$ cat config.mk
export PLATFORM = sky130hd
export DESIGN_NAME = tcv_validator
export DESIGN_NICKNAME = d
export VERILOG_FILES = /design/src/rtl/tv_pkg.sv /design/src/rtl/tv_set_buf.sv /design/src/rtl/tv_tuple_table.sv /design/src/rtl/tcv_validator.sv
export SDC_FILE = /design/constraint.sdc
export NUM_CORES = 2
export LEC_CHECK = 0
export BUFFER_PORTS_ARGS = -buffer_cell sky130_fd_sc_hd__buf_2
export CAP_MARGIN = 30
export CORE_AREA = 4 4 250 497
export DETAILED_ROUTE_END_ITERATION = 8
export DIE_AREA = 0 0 254 501
export GPL_TIMING_DRIVEN = 0
export PLACE_DENSITY = 0.66
export SKIP_LAST_GASP = 1
export SYNTH_ARGS = -nofsm -noshare
export SYNTH_HDL_FRONTEND = slang
export SYNTH_HIERARCHICAL = 1
export SYNTH_SLANG_ARGS = --single-unit
$ cat constraint.sdc
create_clock -name clk -period 12.5 [get_ports clk]
set_input_delay 2.5 -clock clk [delete_from_list [all_inputs] [get_ports clk]]
set_output_delay 2.5 -clock clk [all_outputs]
set_load 0.01 [all_outputs]
$ cat src/rtl/tv_pkg.sv
package tv_pkg;
  localparam int TS_W   = 16;
  localparam int DATA_W = 16;

  typedef struct packed {
    logic [DATA_W-1:0] data;
    logic [TS_W-1:0]   wts;
    logic [TS_W-1:0]   rts;
  } tuple_t;

  typedef enum logic [2:0] {
    S_IDLE,
    S_CTS,
    S_CHK,
    S_APPLY,
    S_DONE
  } phase_e;
endpackage

$ cat src/rtl/tv_set_buf.sv
module tv_set_buf #(
  parameter int DEPTH = 8,
  parameter int ENT_W = 53,
  localparam int IDX_W = (DEPTH > 1) ? $clog2(DEPTH) : 1,
  localparam int CNT_W = $clog2(DEPTH + 1)
) (
  input  logic             clk,
  input  logic             rst_n,
  input  logic             push,
  input  logic [ENT_W-1:0] push_ent,
  input  logic             clr,
  input  logic [IDX_W-1:0] rd_idx,
  output logic [ENT_W-1:0] rd_ent,
  output logic [CNT_W-1:0] cnt
);
  logic [ENT_W-1:0] slot [DEPTH];

  for (genvar g = 0; g < DEPTH; g++) begin : g_slot
    always_ff @(posedge clk) begin
      if (push && cnt == CNT_W'(g)) slot[g] <= push_ent;
    end
  end

  always_ff @(posedge clk) begin
    if (!rst_n || clr) cnt <= '0;
    else if (push)     cnt <= cnt + CNT_W'(1);
  end

  assign rd_ent = slot[rd_idx];

  AST_NO_OVERFLOW: assert property (@(posedge clk) disable iff (!rst_n)
    push |-> cnt < CNT_W'(DEPTH));
endmodule

$ cat src/rtl/tv_tuple_table.sv
module tv_tuple_table
  import tv_pkg::*;
#(
  parameter int NTUP = 16,
  localparam int ID_W = $clog2(NTUP)
) (
  input  logic            clk,
  input  logic            rst_n,
  input  logic            we,
  input  logic [ID_W-1:0] waddr,
  input  tuple_t          wrow,
  input  logic [ID_W-1:0] raddr_a,
  output tuple_t          rrow_a,
  input  logic [ID_W-1:0] raddr_b,
  output tuple_t          rrow_b
);
  tuple_t row [NTUP];

  for (genvar g = 0; g < NTUP; g++) begin : g_row
    always_ff @(posedge clk) begin
      if (!rst_n)                        row[g] <= '0;
      else if (we && waddr == ID_W'(g))  row[g] <= wrow;
    end
  end

  assign rrow_a = row[raddr_a];
  assign rrow_b = row[raddr_b];
endmodule

$ cat src/rtl/tcv_validator.sv
module tcv_validator
  import tv_pkg::*;
#(
  parameter int NTUP  = 16,
  parameter int DEPTH = 8
) (
  input  logic                    clk,
  input  logic                    rst_n,
  input  logic                    ld_valid,
  output logic                    ld_ready,
  input  logic                    ld_write,
  input  logic [$clog2(NTUP)-1:0] ld_id,
  input  logic [TS_W-1:0]         ld_wts,
  input  logic [TS_W-1:0]         ld_rts,
  input  logic [DATA_W-1:0]       ld_data,
  input  logic                    start,
  output logic                    dn_valid,
  output logic                    dn_commit,
  output logic [TS_W-1:0]         dn_cts,
  input  logic                    hst_we,
  input  logic [$clog2(NTUP)-1:0] hst_addr,
  input  logic [DATA_W-1:0]       hst_wdata,
  input  logic [TS_W-1:0]         hst_wwts,
  input  logic [TS_W-1:0]         hst_wrts,
  output logic [DATA_W-1:0]       hst_rdata,
  output logic [TS_W-1:0]         hst_rwts,
  output logic [TS_W-1:0]         hst_rrts
);
  localparam int ID_W  = $clog2(NTUP);
  localparam int IDX_W = (DEPTH > 1) ? $clog2(DEPTH) : 1;
  localparam int CNT_W = $clog2(DEPTH + 1);
  localparam int ENT_W = 1 + ID_W + 2 * TS_W + DATA_W;

  phase_e           state;
  logic [IDX_W-1:0] idx;
  logic [TS_W-1:0]  cts;
  logic             bad;
  logic [CNT_W-1:0] cnt;
  logic [ENT_W-1:0] cur_flat;
  logic             push, clr, last;

  logic              cur_wr;
  logic [ID_W-1:0]   cur_id;
  logic [TS_W-1:0]   cur_wts, cur_rts;
  logic [DATA_W-1:0] cur_data;
  tuple_t            trow, hrow, tw_row;
  logic              tw_en;
  logic [ID_W-1:0]   tw_addr;
  logic [TS_W-1:0]   cand;
  logic              fail;

  assign ld_ready = (state == S_IDLE) && (cnt < CNT_W'(DEPTH)) && !start;
  assign push     = ld_valid && ld_ready;
  assign clr      = (state == S_DONE);

  tv_set_buf #(.DEPTH(DEPTH), .ENT_W(ENT_W)) u_set (
    .clk, .rst_n, .push,
    .push_ent({ld_write, ld_id, ld_wts, ld_rts, ld_data}),
    .clr, .rd_idx(idx), .rd_ent(cur_flat), .cnt
  );

  assign {cur_wr, cur_id, cur_wts, cur_rts, cur_data} = cur_flat;

  tv_tuple_table #(.NTUP(NTUP)) u_tbl (
    .clk, .rst_n, .we(tw_en), .waddr(tw_addr), .wrow(tw_row),
    .raddr_a(cur_id), .rrow_a(trow),
    .raddr_b(hst_addr), .rrow_b(hrow)
  );

  assign hst_rdata = hrow.data;
  assign hst_rwts  = hrow.wts;
  assign hst_rrts  = hrow.rts;

  // Timestamp floor contributed by the current entry, and the lease check.
  assign cand = cur_wr ? trow.rts + TS_W'(1) : cur_wts;
  assign fail = !cur_wr && (cts > cur_rts) && (trow.wts != cur_wts);
  assign last = (CNT_W'(idx) + CNT_W'(1)) == cnt;

  // Single table write port: host while idle, engine during the apply pass.
  always_comb begin
    tw_en   = 1'b0;
    tw_addr = cur_id;
    tw_row  = trow;
    if (state == S_IDLE) begin
      tw_en   = hst_we;
      tw_addr = hst_addr;
      tw_row  = '{data: hst_wdata, wts: hst_wwts, rts: hst_wrts};
    end else if (state == S_APPLY) begin
      if (cur_wr) begin
        tw_en  = 1'b1;
        tw_row = '{data: cur_data, wts: cts, rts: cts};
      end else if (cts > cur_rts) begin
        tw_en      = 1'b1;
        tw_row.rts = (trow.rts > cts) ? trow.rts : cts;
      end
    end
  end

  always_ff @(posedge clk) begin
    if (!rst_n) begin
      state     <= S_IDLE;
      idx       <= '0;
      cts       <= '0;
      bad       <= 1'b0;
      dn_commit <= 1'b0;
    end else begin
      unique case (state)
        S_IDLE: if (start) begin
          idx <= '0;
          cts <= '0;
          bad <= 1'b0;
          if (cnt == '0) begin
            dn_commit <= 1'b1;
            state     <= S_DONE;
          end else begin
            state <= S_CTS;
          end
        end
        S_CTS: begin
          if (cand > cts) cts <= cand;
          idx <= last ? '0 : idx + IDX_W'(1);
          if (last) state <= S_CHK;
        end
        S_CHK: begin
          if (fail) bad <= 1'b1;
          idx <= last ? '0 : idx + IDX_W'(1);
          if (last) begin
            if (bad || fail) begin
              dn_commit <= 1'b0;
              state     <= S_DONE;
            end else begin
              state <= S_APPLY;
            end
          end
        end
        S_APPLY: begin
          idx <= last ? '0 : idx + IDX_W'(1);
          if (last) begin
            dn_commit <= 1'b1;
            state     <= S_DONE;
          end
        end
        S_DONE: state <= S_IDLE;
        default: state <= S_IDLE;
      endcase
    end
  end

  assign dn_valid = (state == S_DONE);
  assign dn_cts   = cts;

  AST_WR_FLOOR: assert property (@(posedge clk) disable iff (!rst_n)
    (state == S_CHK && cur_wr) |-> cts > trow.rts);
  AST_RD_FLOOR: assert property (@(posedge clk) disable iff (!rst_n)
    (state == S_CHK && !cur_wr) |-> cts >= cur_wts);
  AST_DONE_PULSE: assert property (@(posedge clk) disable iff (!rst_n)
    dn_valid |=> !dn_valid);
  AST_ABORT_AFTER_CHECK: assert property (@(posedge clk) disable iff (!rst_n)
    (dn_valid && !dn_commit) |-> $past(state) == S_CHK);
  AST_ENGINE_WRITE_PHASE: assert property (@(posedge clk) disable iff (!rst_n)
    (tw_en && state != S_IDLE) |-> (state == S_APPLY && tw_row.rts >= tw_row.wts));
  AST_LOAD_ONLY_IDLE: assert property (@(posedge clk) disable iff (!rst_n)
    push |-> state == S_IDLE);
endmodule

-- Word-level counts from Yosys, hierarchy flattened
Memories as Yosys holds them, arrays and structs flattened. A register that Yosys moved wholly into a read port is not among the register bits.
Cells that the tools add are included.
Widths: inputs -> output; s select.
- register bits after elaboration: 28
- RAM bits: 1192
- input bits: 110
- output and inout port bits: 67
- memories kept: 2
- $add $sub $neg: 4
- order comparisons: 4
- equality and inequality tests: 36
- mux-type cells: 138
- bitwise logic cells: 16
- reduce and logical (&&, ||, !) cells: 54
- memory list (memory ; words ; width ; read ports ; clocked after memory_dff ; write ports ; line ; source):
    u_tbl.row ; 16 ; 48 ; 2 ; 0 ; 16 ; tv_tuple_table.sv:17 ; tuple_t row [NTUP];
    u_set.slot ; 8 ; 53 ; 1 ; 1 ; 1 ; tv_set_buf.sv:16 ; logic [ENT_W-1:0] slot [DEPTH];
- operator list (cell ; number):
    $mux 48 ; 18
    $mux 53 ; 7
    $reduce_or 53->1 ; 7
    $mux 16 ; 6
    $mux 1 ; 83
    $mux 3 ; 17
    $gt 16x16->1 ; 3
    $eq 4x3->1 const B ; 8
    $eq 4x4->1 const B ; 8
    $mux 32 ; 1
    $pmux 16 s2 ; 1
    $logic_and 1x1->1 ; 29
    $add 16x1->16 const B ; 1
    $eq 4x2->1 const B ; 4
    $ne 16x16->1 ; 1
    $or 1x1->1 ; 16
    $ne 2x2->1 const B ; 7
    $pmux 3 s4 ; 1
    $eq 4x1->1 const B ; 2
    $logic_not 4->1 ; 2
    $eq 3x2->1 const B ; 2
    $pmux 3 s2 ; 1
    $reduce_and 3->1 ; 2
    $reduce_and 6->1 ; 1
    19 further kinds ; 24

-- Depth between registers and ports, before layout
- depth in word-level cells: 15
- gate-level depth with buffers: 26

-- Cells and area by module
The synthesis kept the hierarchy.
- modules (own cells, without submodules) (module ; instances ; cells each ; area an instance (sq um)):
    tv_tuple_table ; 1 ; 2517 ; 39711.8
    tv_set_buf ; 1 ; 644 ; 16384.5
    tcv_validator ; 1 ; 550 ; 3809.9

-- Worst setup path after synthesis
No wires, ideal clock.
- kind: reg-to-reg
- from: register, netlist name idx[0]
- to: memory u_tbl/row[1][0] in the netlist's numbering, enable pin
- data arrival time: 7073 ps
- required time: 11980 ps
- path slack: 4907 ps
- stages on the path, launching flop included: 14
- path buffers: 2
- period minus slack after synthesis: 7593 ps
- cells stage by stage: dfxtp_1 buf_6 buf_2 mux4_2 mux2_4 inv_1 ha_1 nand4_2 nor4_2 a21bo_1 and4_4 o21ai_0 or3b_2 o21ai_0
- RTL lines (element ; line):
    end: declaration ; tv_tuple_table.sv:17

==> run summary <==
The run finished with clean final reports. The initial antenna violation count came out at 17. The endpoint arrival time on the critical path came out at 9.62 ns. For the routability congestion estimate, the log shows 0.959. The pre-antenna-repair detailed-routing pass consisted of 7 iterations. Traced cell by cell, the critical path runs through clkbuf_1, buf_2, buf_2, mux4_2, mux2_4, nor2_1, clkbuf_1, clkbuf_1, a22oi_1, nand2_1, nand3_1, nor3_1, nand2_1, xor2_1, a21oi_1, ha_1, a21o_1, a21o_1, a21oi_1, o21ai_0, or3_1, o211ai_2, clkbuf_1, a22o_1. The number of input and output port buffers inserted is 176. The count of flip-flops with a built-in enable after synthesis is 1192. The first-pass GRT wire length is 282000 um. TritonCTS built the clock tree.

The period utilization came out at 0.717. The total nets after synthesis is 3875, and the depth of the worst hold-timing path is 2. The power share of the clock group was 0.356; the post-synthesis instance area was 59900 um2.

Total count of hold-check failures in the final report: 0. Synthesis instantiated 64 different standard cells from the library. The run gives 44 as the maximum number of pins on one net before global-route repair. The count of nets after finishing came out at 4239. For this block, the via count after detailed routing is 37700. The share of synthesized registers carrying an async set or reset was 0. Post-CTS timing repair inserted 0 buffers for setup. The number of storage elements in the synthesis netlist was 1220.

For the number of fill cells, the log shows 9539. The tools report the total die area as 127000 um2. For the final count of pins violating max slew, the log shows 0. The root buffer cell chosen for the clock tree is sky130_fd_sc_hd__clkbuf_16.

Once the clock tree was built, the resizer swapped 0 gates to a different size. Initial core utilization: 0.498. The tools report the via count of the first global-routing pass as 39800. At the pin with the least slew margin, the transition time is 1.11 ns.

The die is 254 um wide. Summed over all failing endpoints, the final setup total negative slack is 0 ns. The setup path with the least slack is of type register to register.

The average instance in the mapped netlist occupies 16.1 um2. For this run, the leading register cell type out of synthesis is sky130_fd_sc_hd__edfxtp_1. For this run the aggregate overflow at the end of global routing stands at 0. The total area inside the core boundary comes to 120000 um2.

The tools report the final clock skew as 0.0267 ns. The number of setup violations in the final report is 0, and the switching power share of the total is 0.252. The maximum net fanout on the critical path is 10. Number of top-level pins: 177. The sequential fraction of the synthesis area came out at 0.607. The slowest stage of the critical path belongs to the cell sky130_fd_sc_hd__clkbuf_1. The maximum clock insertion buffer count is 3, and the global routing usage summed across all routing layers is 0.318. The critical path's top delay family is buffers and inverters. The wire-length estimate of the detail-placed layout is 146000 um. The die is 501 um tall. The residual DRC count was 0. The share of total power in combinational logic is 0.131. The tools report the headroom to the max-slew limit as 0.262. The clock net in this run drives a total of 1220 sinks. The cell-internal power is 6.85 mW. Setup slack on the critical path of the routed design comes to 3.54 ns. The run gives 4145 as the first-iteration detailed-routing DRC count.

In the synthesized netlist, the number of instances is 3711. For this run, the number of Yosys warnings is 6. The tools report the number of max-cap violations as 0. The analysis attributes to cell leakage a power of 24.0 nW.

The average routed wire per standard cell works out to 35.4 um. The cell repeated most along the worst path is sky130_fd_sc_hd__clkbuf_1. The kind of capture point of the worst setup path was a register. For the hold buffer count at cts, the log shows 0. For this design the total switching power over the nets is 2.31 mW. The run gives 0.565 as the post-route core utilization. The fraction of final layout cells with drive strength greater than 1 is 0.253, and the mean number of vias per cell is 6.60.

Row generation in the floorplan step produced 180 rows. The delay of the slowest critical-path stage is 0.84 ns. The post-placement worst setup slack was 3.77 ns. VDD sags by at most 138 uV. The run gives 101 as the TritonCTS buffer count.

Setup repair after global routing left no endpoint under its margin. At the worst endpoint, the required time is 13.16 ns. The cell depth of the worst setup path came out at 24. The number of routed nets with antenna violations is 0, and the worst slack on hold paths is 0.514 ns.

The H-tree generated during clock tree synthesis spans 3 levels. The power density over the cells is 135 nW/um2, and the final wirelength is 202000 um. The tools report the power share of the sequential group as 0.513.

After clock tree synthesis, the clock-pin slew on the worst setup and hold paths is 0.07 ns. Timing would allow up to 0.112 GHz. Total placed cells including tap cells: 5517. The area growth from synthesis to layout is 13.4%. The worst setup path is launched from a register. At the later pin of the worst-skew pair, clock insertion delay measures 0.73 ns.

The finished layout holds 5715 standard cells, fillers aside. Counting both buffers and inverters, the worst setup path holds a total of 6. For the worst flop-to-flop path, the logic depth is 24. The minimum period implied by the final worst setup slack was 8.96 ns.

The kind of path behind the tightest hold check was register to register.
==> worst min-delay path: stages (launching register included) <==
cell and delay [ns]:
sky130_fd_sc_hd__dfxtp_1 0.33, sky130_fd_sc_hd__nand2_1 0.06, sky130_fd_sc_hd__o22ai_1 0.07
==> placed cells by master, fill, tap and decap left out, types with 33 or more instances in the layout <==
master / count
sky130_fd_sc_hd__mux4_2: 482
sky130_fd_sc_hd__and2_1: 774
sky130_fd_sc_hd__mux2_4: 40
sky130_fd_sc_hd__nand2_1: 165
sky130_fd_sc_hd__o21ai_0: 46
sky130_fd_sc_hd__buf_2: 214
sky130_fd_sc_hd__mux2i_1: 33
sky130_fd_sc_hd__ha_1: 54
sky130_fd_sc_hd__a22oi_1: 193
sky130_fd_sc_hd__a21oi_1: 60
sky130_fd_sc_hd__edfxtp_1: 1192
sky130_fd_sc_hd__nor2_1: 84
sky130_fd_sc_hd__inv_1: 38
sky130_fd_sc_hd__clkbuf_1: 234
sky130_fd_sc_hd__buf_4: 44
sky130_fd_sc_hd__clkbuf_16: 101
==> synth_stat cells, types with 6 or more instances <==
| master | number | share of area |
|---|---|---|
| sky130_fd_sc_hd__dfxtp_1 | 28 | 0.0094 |
| sky130_fd_sc_hd__inv_1 | 38 | 0.0024 |
| sky130_fd_sc_hd__nor4_1 | 6 | 0.00063 |
| sky130_fd_sc_hd__a21oi_1 | 60 | 0.0050 |
| sky130_fd_sc_hd__nand4_1 | 13 | 0.0014 |
| sky130_fd_sc_hd__buf_4 | 36 | 0.0045 |
| sky130_fd_sc_hd__o21ai_0 | 62 | 0.0052 |
| sky130_fd_sc_hd__a21o_1 | 10 | 0.0013 |
| sky130_fd_sc_hd__nor2_1 | 84 | 0.0053 |
| sky130_fd_sc_hd__mux2_2 | 14 | 0.0026 |
| sky130_fd_sc_hd__mux4_2 | 482 | 0.18 |
| sky130_fd_sc_hd__nor2b_1 | 10 | 0.0010 |
| sky130_fd_sc_hd__mux4_1 | 8 | 0.0035 |
| sky130_fd_sc_hd__and2_1 | 782 | 0.082 |
| sky130_fd_sc_hd__ha_1 | 54 | 0.011 |
| sky130_fd_sc_hd__buf_2 | 33 | 0.0028 |
| sky130_fd_sc_hd__nor3_1 | 9 | 0.00075 |
| sky130_fd_sc_hd__clkbuf_1 | 211 | 0.013 |
| sky130_fd_sc_hd__xor2_1 | 29 | 0.0042 |
| sky130_fd_sc_hd__edfxtp_1 | 1192 | 0.60 |
| sky130_fd_sc_hd__mux2_4 | 40 | 0.010 |
| sky130_fd_sc_hd__buf_12 | 6 | 0.0020 |
| sky130_fd_sc_hd__nand2_1 | 165 | 0.010 |
| sky130_fd_sc_hd__buf_1 | 25 | 0.0016 |
| sky130_fd_sc_hd__xnor2_1 | 7 | 0.0010 |
| sky130_fd_sc_hd__a22o_1 | 15 | 0.0022 |
| sky130_fd_sc_hd__nand3_1 | 12 | 0.0010 |
| sky130_fd_sc_hd__mux2i_1 | 33 | 0.0055 |
| sky130_fd_sc_hd__a22oi_1 | 193 | 0.024 |
==> worst paths after layout <==
check	from	endpoint	slack, ns
max	idx[2]	dn_cts[10]	3.54
min	dn_commit	dn_commit	0.51
max reg2reg	idx[2]	dn_cts[10]	3.54
min reg2reg	dn_commit	dn_commit	0.51
==> layer usage <==
| metal | vias to the layer above | wire length (um) | global-route usage | share of wire |
|---|---|---|---|---|
| li1 | 15200 | - | - | - |
| met1 | 19300 | 61500 | 0.337 | 0.30 |
| met2 | 2318 | 105000 | 0.562 | 0.52 |
| met3 | 874 | 17200 | 0.0647 | 0.085 |
| met4 | 12 | 18000 | 0.224 | 0.089 |
| met5 | - | 77 | 0 | 0.00038 |
==> power by group through the flow <==
stage	sequential [mW]	combinational (mW)	clock (mW)
final	4.70	1.20	3.26
after global routing	4.71	1.25	3.46
after CTS	4.69	1.18	3.30
after detailed placement	4.78	1.18	0
after global placement	4.82	1.09	0
after floorplan	4.78	0.647	0
==> metrics by stage <==
stage / cell area, um2 / power [mW]
floorplan: 59900 / 5.43
global placement: 62700 / 5.91
detailed placement: 64500 / 5.96
CTS: 67900 / 9.17
global route: 67900 / 9.42
finish: 67900 / 9.16
==> state kept, by name, summed over array words and instances, names as in the netlist <==
signal / cells
bad: 1
u_set/slot: 424
u_tbl/row: 768
dn_cts: 16
dn_commit: 1
idx: 3
u_set/cnt: 4
state: 3
==> final cells by class <==
cell class,count,area (um2),area share
timing repair buffer,261,2530,0.0373
multi-input combinational,2140,22100,0.326
tap,1547,1940,0.0285
inverter,38,143,0.00210
antenna,10,25.0,0.000368
clock buffer,124,2610,0.0385
sequential,1220,36400,0.535
buffer,313,1460,0.0215
clock inverter,62,701,0.0103
==> logic make-up after synthesis <==
family / count (synthesis) / share of synthesized area
adders and majority gates: 54 / 0.0113
DFF: 1220 / 0.607
and+or+nand+nor: 1110 / 0.106
AOI/OAI and AO/OA: 363 / 0.0410
buffers and inverters: 351 / 0.0268
muxes: 577 / 0.203
xor gates and xnor gates: 36 / 0.00526
Power figures use the tool's default switching activity.
